## src/rtl/line_inval_pkg.sv

```systemverilog
// Shared types for the two-level line invalidate controller.
// Assumes a 2-bit response type field on the response network.
package line_inval_pkg;
    typedef enum logic [1:0] {
        AG_IDLE  = 2'd0,
        AG_ISSUE = 2'd1,
        AG_WAIT  = 2'd2
    } agent_state_e;

    localparam logic [1:0] RSP_INV_ACK = 2'b01;
endpackage

```

## src/rtl/l1_inval_agent.sv

```systemverilog
// First-level invalidate agent: holds per-line valid bits, accepts one
// invalidate at a time, clears the local line, issues the network message
// after ISSUE_LAT cycles and completes on a matching acknowledgement.
// Assumes ISSUE_LAT >= 1 and that the slice field lies inside the address.
module l1_inval_agent
    import line_inval_pkg::*;
#(
    parameter int LINE_AW   = 6,
    parameter int SEL_LO    = 0,
    parameter int SEL_BITS  = 2,
    parameter int ISSUE_LAT = 2
) (
    input  logic                clk,
    input  logic                rst_n,
    input  logic                req_valid,
    input  logic [LINE_AW-1:0]  req_addr,
    output logic                req_ready,
    input  logic                fill_valid,
    input  logic [LINE_AW-1:0]  fill_addr,
    input  logic [LINE_AW-1:0]  probe_addr,
    output logic                probe_hit,
    output logic                net_valid,
    output logic [LINE_AW-1:0]  net_addr,
    output logic [SEL_BITS-1:0] net_slice,
    input  logic                rsp_valid,
    input  logic [1:0]          rsp_type,
    input  logic [LINE_AW-1:0]  rsp_addr,
    output logic                cmpl_valid,
    output logic [LINE_AW-1:0]  cmpl_addr,
    output logic                err
);
    localparam int LINES = 1 << LINE_AW;
    localparam int IW    = $clog2(ISSUE_LAT + 1);

    logic [LINES-1:0]   vld_q;
    agent_state_e       state_q;
    logic [IW-1:0]      cnt_q;
    logic [LINE_AW-1:0] pend_q;
    logic               accept;
    logic               rsp_match;

    assign req_ready = (state_q == AG_IDLE);
    assign accept    = req_valid && req_ready;
    assign probe_hit = vld_q[probe_addr];
    assign net_addr  = pend_q;
    assign net_slice = pend_q[SEL_LO +: SEL_BITS];
    assign rsp_match = rsp_valid && (rsp_type == RSP_INV_ACK) &&
                       (state_q == AG_WAIT) && (rsp_addr == pend_q);

    // Valid bits: fills set, an accepted invalidate clears (clear wins).
    always_ff @(posedge clk) begin
        if (!rst_n) begin
            vld_q <= '0;
        end else begin
            if (fill_valid) vld_q[fill_addr] <= 1'b1;
            if (accept)     vld_q[req_addr]  <= 1'b0;
        end
    end

    // Sequencer: accept, count issue delay, emit message, await ack.
    always_ff @(posedge clk) begin
        if (!rst_n) begin
            state_q    <= AG_IDLE;
            cnt_q      <= '0;
            pend_q     <= '0;
            net_valid  <= 1'b0;
            cmpl_valid <= 1'b0;
            cmpl_addr  <= '0;
        end else begin
            net_valid  <= 1'b0;
            cmpl_valid <= 1'b0;
            case (state_q)
                AG_IDLE: begin
                    if (accept) begin
                        pend_q  <= req_addr;
                        cnt_q   <= IW'(ISSUE_LAT);
                        state_q <= AG_ISSUE;
                    end
                end
                AG_ISSUE: begin
                    if (cnt_q == IW'(1)) begin
                        net_valid <= 1'b1;
                        state_q   <= AG_WAIT;
                    end else begin
                        cnt_q <= cnt_q - IW'(1);
                    end
                end
                AG_WAIT: begin
                    if (rsp_match) begin
                        cmpl_valid <= 1'b1;
                        cmpl_addr  <= pend_q;
                        state_q    <= AG_IDLE;
                    end
                end
                default: state_q <= AG_IDLE;
            endcase
        end
    end

    // Sticky error on any response that is not the awaited acknowledgement.
    always_ff @(posedge clk) begin
        if (!rst_n)                      err <= 1'b0;
        else if (rsp_valid && !rsp_match) err <= 1'b1;
    end
endmodule

```

## src/rtl/l2_inval_slice.sv

```systemverilog
// Second-level slice: per-line valid bits for the lines it owns. A message
// addressed to this slice clears the line regardless of its state and
// returns a one-cycle acknowledgement RESP_LAT cycles later.
// Assumes RESP_LAT >= 1 and at most one message in flight.
module l2_inval_slice #(
    parameter int LINE_AW  = 6,
    parameter int SEL_LO   = 0,
    parameter int SEL_BITS = 2,
    parameter int SLICE_ID = 0,
    parameter int RESP_LAT = 3
) (
    input  logic                clk,
    input  logic                rst_n,
    input  logic                net_valid,
    input  logic [LINE_AW-1:0]  net_addr,
    input  logic [SEL_BITS-1:0] net_slice,
    input  logic                fill_valid,
    input  logic [LINE_AW-1:0]  fill_addr,
    input  logic [LINE_AW-1:0]  probe_addr,
    output logic                probe_hit,
    output logic                ack_valid,
    output logic [LINE_AW-1:0]  ack_addr
);
    localparam int LINES = 1 << LINE_AW;
    localparam int RW    = $clog2(RESP_LAT + 1);

    logic [LINES-1:0] vld_q;
    logic [RW-1:0]    cnt_q;
    logic             busy_q;
    logic             msg_hit;
    logic             fill_hit;

    assign msg_hit   = net_valid && (net_slice == SEL_BITS'(SLICE_ID));
    assign fill_hit  = fill_valid &&
                       (fill_addr[SEL_LO +: SEL_BITS] == SEL_BITS'(SLICE_ID));
    assign probe_hit = vld_q[probe_addr];

    // Valid bits: owned fills set, an addressed message clears (clear wins).
    always_ff @(posedge clk) begin
        if (!rst_n) begin
            vld_q <= '0;
        end else begin
            if (fill_hit) vld_q[fill_addr] <= 1'b1;
            if (msg_hit)  vld_q[net_addr]  <= 1'b0;
        end
    end

    // Response timer: capture the requester's line and acknowledge later.
    always_ff @(posedge clk) begin
        if (!rst_n) begin
            busy_q    <= 1'b0;
            cnt_q     <= '0;
            ack_valid <= 1'b0;
            ack_addr  <= '0;
        end else begin
            ack_valid <= 1'b0;
            if (msg_hit) begin
                busy_q   <= 1'b1;
                cnt_q    <= RW'(RESP_LAT);
                ack_addr <= net_addr;
            end else if (busy_q) begin
                if (cnt_q == RW'(1)) begin
                    ack_valid <= 1'b1;
                    busy_q    <= 1'b0;
                end else begin
                    cnt_q <= cnt_q - RW'(1);
                end
            end
        end
    end
endmodule

```

## src/rtl/line_inval_ctrl.sv

```systemverilog
// Top of the two-level line invalidate controller: one first-level agent,
// 2**SEL_BITS second-level slices on the request network, and a response
// merge in which slice acknowledgements take precedence over external traffic.
// Assumes the core waits for completion before the next invalidate.
module line_inval_ctrl
    import line_inval_pkg::*;
#(
    parameter int LINE_AW   = 6,
    parameter int SEL_LO    = 0,
    parameter int SEL_BITS  = 2,
    parameter int ISSUE_LAT = 2,
    parameter int RESP_LAT  = 3
) (
    input  logic                clk,
    input  logic                rst_n,
    input  logic                core_req_valid,
    input  logic [LINE_AW-1:0]  core_req_addr,
    output logic                core_req_ready,
    input  logic                l1_fill_valid,
    input  logic [LINE_AW-1:0]  l1_fill_addr,
    input  logic                l2_fill_valid,
    input  logic [LINE_AW-1:0]  l2_fill_addr,
    input  logic [LINE_AW-1:0]  l1_probe_addr,
    output logic                l1_probe_hit,
    input  logic [LINE_AW-1:0]  l2_probe_addr,
    output logic                l2_probe_hit,
    output logic                reqnet_valid,
    output logic [LINE_AW-1:0]  reqnet_addr,
    output logic [SEL_BITS-1:0] reqnet_slice,
    input  logic                rsp_in_valid,
    input  logic [1:0]          rsp_in_type,
    input  logic [LINE_AW-1:0]  rsp_in_addr,
    output logic                cmpl_valid,
    output logic [LINE_AW-1:0]  cmpl_addr,
    output logic                err_flag
);
    localparam int NUM_SLICES = 1 << SEL_BITS;

    logic [NUM_SLICES-1:0] ack_v;
    logic [LINE_AW-1:0]    ack_a [NUM_SLICES];
    logic [NUM_SLICES-1:0] slice_hit;
    logic                  int_v;
    logic [LINE_AW-1:0]    int_a;
    logic                  rsp_v;
    logic [1:0]            rsp_t;
    logic [LINE_AW-1:0]    rsp_a;

    for (genvar s = 0; s < NUM_SLICES; s++) begin : g_slice
        l2_inval_slice #(
            .LINE_AW (LINE_AW),
            .SEL_LO  (SEL_LO),
            .SEL_BITS(SEL_BITS),
            .SLICE_ID(s),
            .RESP_LAT(RESP_LAT)
        ) i_slice (
            .clk       (clk),
            .rst_n     (rst_n),
            .net_valid (reqnet_valid),
            .net_addr  (reqnet_addr),
            .net_slice (reqnet_slice),
            .fill_valid(l2_fill_valid),
            .fill_addr (l2_fill_addr),
            .probe_addr(l2_probe_addr),
            .probe_hit (slice_hit[s]),
            .ack_valid (ack_v[s]),
            .ack_addr  (ack_a[s])
        );
    end

    // Gather the (at most one) slice acknowledgement onto the return path.
    always_comb begin
        int_v = 1'b0;
        int_a = '0;
        for (int s = 0; s < NUM_SLICES; s++) begin
            int_v = int_v | ack_v[s];
            if (ack_v[s]) int_a = int_a | ack_a[s];
        end
    end

    // Merge slice acknowledgements with external responses; slices win.
    always_comb begin
        rsp_v = int_v | rsp_in_valid;
        rsp_t = int_v ? RSP_INV_ACK : rsp_in_type;
        rsp_a = int_v ? int_a : rsp_in_addr;
    end

    assign l2_probe_hit = slice_hit[l2_probe_addr[SEL_LO +: SEL_BITS]];

    l1_inval_agent #(
        .LINE_AW  (LINE_AW),
        .SEL_LO   (SEL_LO),
        .SEL_BITS (SEL_BITS),
        .ISSUE_LAT(ISSUE_LAT)
    ) i_agent (
        .clk       (clk),
        .rst_n     (rst_n),
        .req_valid (core_req_valid),
        .req_addr  (core_req_addr),
        .req_ready (core_req_ready),
        .fill_valid(l1_fill_valid),
        .fill_addr (l1_fill_addr),
        .probe_addr(l1_probe_addr),
        .probe_hit (l1_probe_hit),
        .net_valid (reqnet_valid),
        .net_addr  (reqnet_addr),
        .net_slice (reqnet_slice),
        .rsp_valid (rsp_v),
        .rsp_type  (rsp_t),
        .rsp_addr  (rsp_a),
        .cmpl_valid(cmpl_valid),
        .cmpl_addr (cmpl_addr),
        .err       (err_flag)
    );
endmodule

```

## config.mk

```make
export PLATFORM = sky130hd
export DESIGN_NAME = line_inval_ctrl
export DESIGN_NICKNAME = d
export VERILOG_FILES = /design/src/rtl/line_inval_pkg.sv /design/src/rtl/l1_inval_agent.sv /design/src/rtl/l2_inval_slice.sv /design/src/rtl/line_inval_ctrl.sv
export SDC_FILE = /design/constraint.sdc
export NUM_CORES = 1
export LEC_CHECK = 0
export ABC_AREA = 1
export BUFFER_PORTS_ARGS = -buffer_cell sky130_fd_sc_hd__buf_4
export CORE_ASPECT_RATIO = 2
export CORE_MARGIN = 5
export CORE_UTILIZATION = 49
export CTS_CLUSTER_DIAMETER = 60
export DETAILED_ROUTE_END_ITERATION = 10
export GPL_TIMING_DRIVEN = 1
export PLACE_DENSITY = 0.65
export SLEW_MARGIN = 10
export SYNTH_ARGS = -nofsm -noshare
export SYNTH_HDL_FRONTEND = slang
export SYNTH_HIERARCHICAL = 1
export SYNTH_SLANG_ARGS = --single-unit
export TNS_END_PERCENT = 30
```

## constraint.sdc

```tcl
create_clock -name clk -period 2.54 [get_ports clk]
set_input_delay 0.127 -clock clk [delete_from_list [all_inputs] [get_ports clk]]
set_output_delay 0.127 -clock clk [all_outputs]
set_load 0.01 [all_outputs]
```

==> out/results.txt <==
synthesized flop and latch total = 379
crit path DAT = 2.67 ns
Worst-Skew Late Latency = 0.53 ns
initial detailed-routing violation count = 1396
Max Slew Vio Count = 0
CTS H-tree lvls = 2
VDD IR max = 0.000579 V
Setup TNS = 0 ns
synthesized area = 17700 um2
Final Cell Area = 19900 um2
Starting Density = 0.496
pwr dens = 657 nW/um2
synth-to-layout area growth = 12.3%
core area = 35700 um2
Worst-Margin Slew = 0.873 ns
cts repair resizes = 0
Crit path required time = 2.95 ns
initial antenna violation count = 0
antenna-violating nets left = 0
row cnt = 98
first-pass GRT wire length = 89900 um
placed cell area = 18600 um2
vias per inst = 5.67
final net count = 2636
Synth Flop Type = dfxtp_1
Worst Setup End Kind = flop
fin crit period = 2.26 ns
largest net degree at the start of global routing = 87
Port Buffers = 63
IO Count = 64
slew margin rel. = 0.417
Worst Setup SP = i_agent/net_addr[2]
RSZ-0062 raised after global routing = false
Final Hold Fails = 0
CTS tree = built
worst setup margin = 0.283 ns
Max Freq = 0.443 GHz
via count = 17400
final worst path period share = 0.889
Yosys top cell by area = dfxtp_1
Worst Skew = 0.0150 ns
final cell count without fillers = 3062
crit path to = g_slice[3].i_slice/vld_q[60]
DRT Pass-1 Iters = 5
largest cells by area after synthesis = dfxtp_1 43%, nand2_1 14%, nand3_1 8.6%, a21oi_1 8.5%, nor2_1 4.1%
outcome = finished clean
Antenna diodes = 0
top cell type's share of synthesized area = 0.429
Power Total = 13.1 mW
Synth cell types = 43
crit-path max FO = 16
R2R setup slack = 0.28 ns
Syn Inst Count = 2543
Syn Nets = 2592
HPWL after DPL = 41000 um
Post-CTS Repair Setup Buffers = 0
Setup Viol. Count Final = 0
DR DRC count = 0
Critical R2R Capture = g_slice[3].i_slice/vld_q[60]
Place WS = 0.330 ns
beginning of the worst register-to-register path = i_agent/net_addr[2]
share of cells above drive strength 1 = 0.108
sequential element share of the synthesized area = 0.429
GR Overflow Total = 0
FF-to-FF path depth = 7
Die Ht = 279 um
Max-Cap Viols = 0
routed wire length = 57000 um
total CTS buffers = 36
hold_buf cts = 7
Die Wd = 144 um
clock slew at reported path FFs = 0.07 ns
hold crit path type = in2reg
Startpoint Class = flop
dpl cells = 2992
CTS Sinks = 379
asr flop ratio synth = 0
clock root buffer = clkbuf_16
number of synthesized flops with an enable pin = 0
routability cong. = 0.920
syn_area_per_cell = 6.96 um2
Fill cells = 3565
Setup CP Type = reg2reg
die area = 40200 um2
Ys Warns = 6
Max clock buf depth = 3
P_leak = 8.26 nW
GR Util All Layers = 0.278
drt wl/cell = 18.6 um
vias in the first global route = 16900
## flip-flops by register name, summed over array words and instances, names as in the netlist, 4 cells and up
signal,cells
g_slice.i_slice/vld_q,256
i_agent/vld_q,64
g_slice.i_slice/ack_addr,24
g_slice.i_slice/cnt_q,8
i_agent/cmpl_addr,6
i_agent/net_addr,6
g_slice.i_slice/ack_valid,4
g_slice.i_slice/busy_q,4
## per-layer routing
layer | up-vias | part of all wire | track usage
met5 | - | 0 | 0
met2 | 573 | 0.53 | 0.508
li1 | 8492 | - | -
met4 | 0 | 0.052 | 0.133
met1 | 8153 | 0.37 | 0.308
met3 | 156 | 0.049 | 0.0380
## how the worst min path moves through the flow
stage               depth (start not counted)                    startpoint                            to  slack (ns)
floorplan                                   2                         rst_n           i_agent/net_addr[5]        0.27
global placement                            2  g_slice[0].i_slice/vld_q[46]  g_slice[0].i_slice/vld_q[46]        0.42
detailed placement                          2  g_slice[0].i_slice/vld_q[14]  g_slice[0].i_slice/vld_q[14]        0.42
CTS                                         4               l2_fill_addr[1]  g_slice[1].i_slice/vld_q[21]       0.007
global route                                4               l1_fill_addr[2]             i_agent/vld_q[58]        0.04
finish                                      4              core_req_addr[1]             i_agent/vld_q[47]        0.04
## layout by cell type, fill, tap and decap left out, drive strengths merged, types with 32 or more instances in the layout
master / n
nand3: 305
dfxtp: 379
nor3: 69
nor2: 219
nand2: 672
a211oi: 47
o211ai: 32
clkbuf: 48
a21oi: 301
buf: 105
o21ai: 138
inv: 234
## where the power goes
| group | leakage (nW) | total, mW | switching [mW] | internal (mW) |
|---|---|---|---|---|
| logic | 4.60 | 1.32 | 0.957 | 0.361 |
| clock network | 0.602 | 5.71 | 2.33 | 3.38 |
| registers | 3.06 | 6.03 | 0.0545 | 5.98 |
| total | 8.26 | 13.1 | 3.34 | 9.71 |
## stage by stage
step,hold slack [ns],util
after global routing,0.0445,0.557
after global placement,0.417,0.520
after CTS,0.00738,0.557
final,0.0354,0.557
after floorplan,0.265,-
after detailed placement,0.422,0.520
## cell families (layout without fill, tap and decap cells)
family / Yosys count / count (layout) / synth area share
buffers and inverters: 344 / 413 / 0.0808
adders and majority gates: 5 / 5 / 0.00354
AOI/OAI and AO/OA: 531 / 531 / 0.164
xor gates and xnor gates: 2 / 2 / 0.000991
DFF: 379 / 379 / 0.429
and+or+nand+nor: 1282 / 1282 / 0.322
## synth_stat cells, types with 31 or more instances
cell type,number
a21oi_1,301
clkbuf_1,49
nand3_1,304
a211oi_1,47
inv_2,55
inv_1,177
o21ai_0,98
o211ai_1,31
nor3_1,38
buf_2,39
nor2_1,194
o21ai_1,40
nand2_1,671
dfxtp_1,379
## critical path, stage by stage, from the launching register on
cell and delay, ns:
dfxtp_1 0.89, inv_2 0.15, nor2_4 0.16, nand2_1 0.07, nor2_1 0.49, inv_2 0.13, o211ai_1 0.19, inv_1 0.05
## layout make-up
class / count / area [um2] / share of cell area
clock inverter: 16 / 235 / 0.0118
tap: 450 / 563 / 0.0283
sequential: 379 / 7590 / 0.382
inverter: 237 / 895 / 0.0450
timing repair buffer: 113 / 922 / 0.0464
multi-input combinational: 1820 / 8670 / 0.436
clock buffer: 47 / 993 / 0.0500
(Power assumes the default switching activity.)
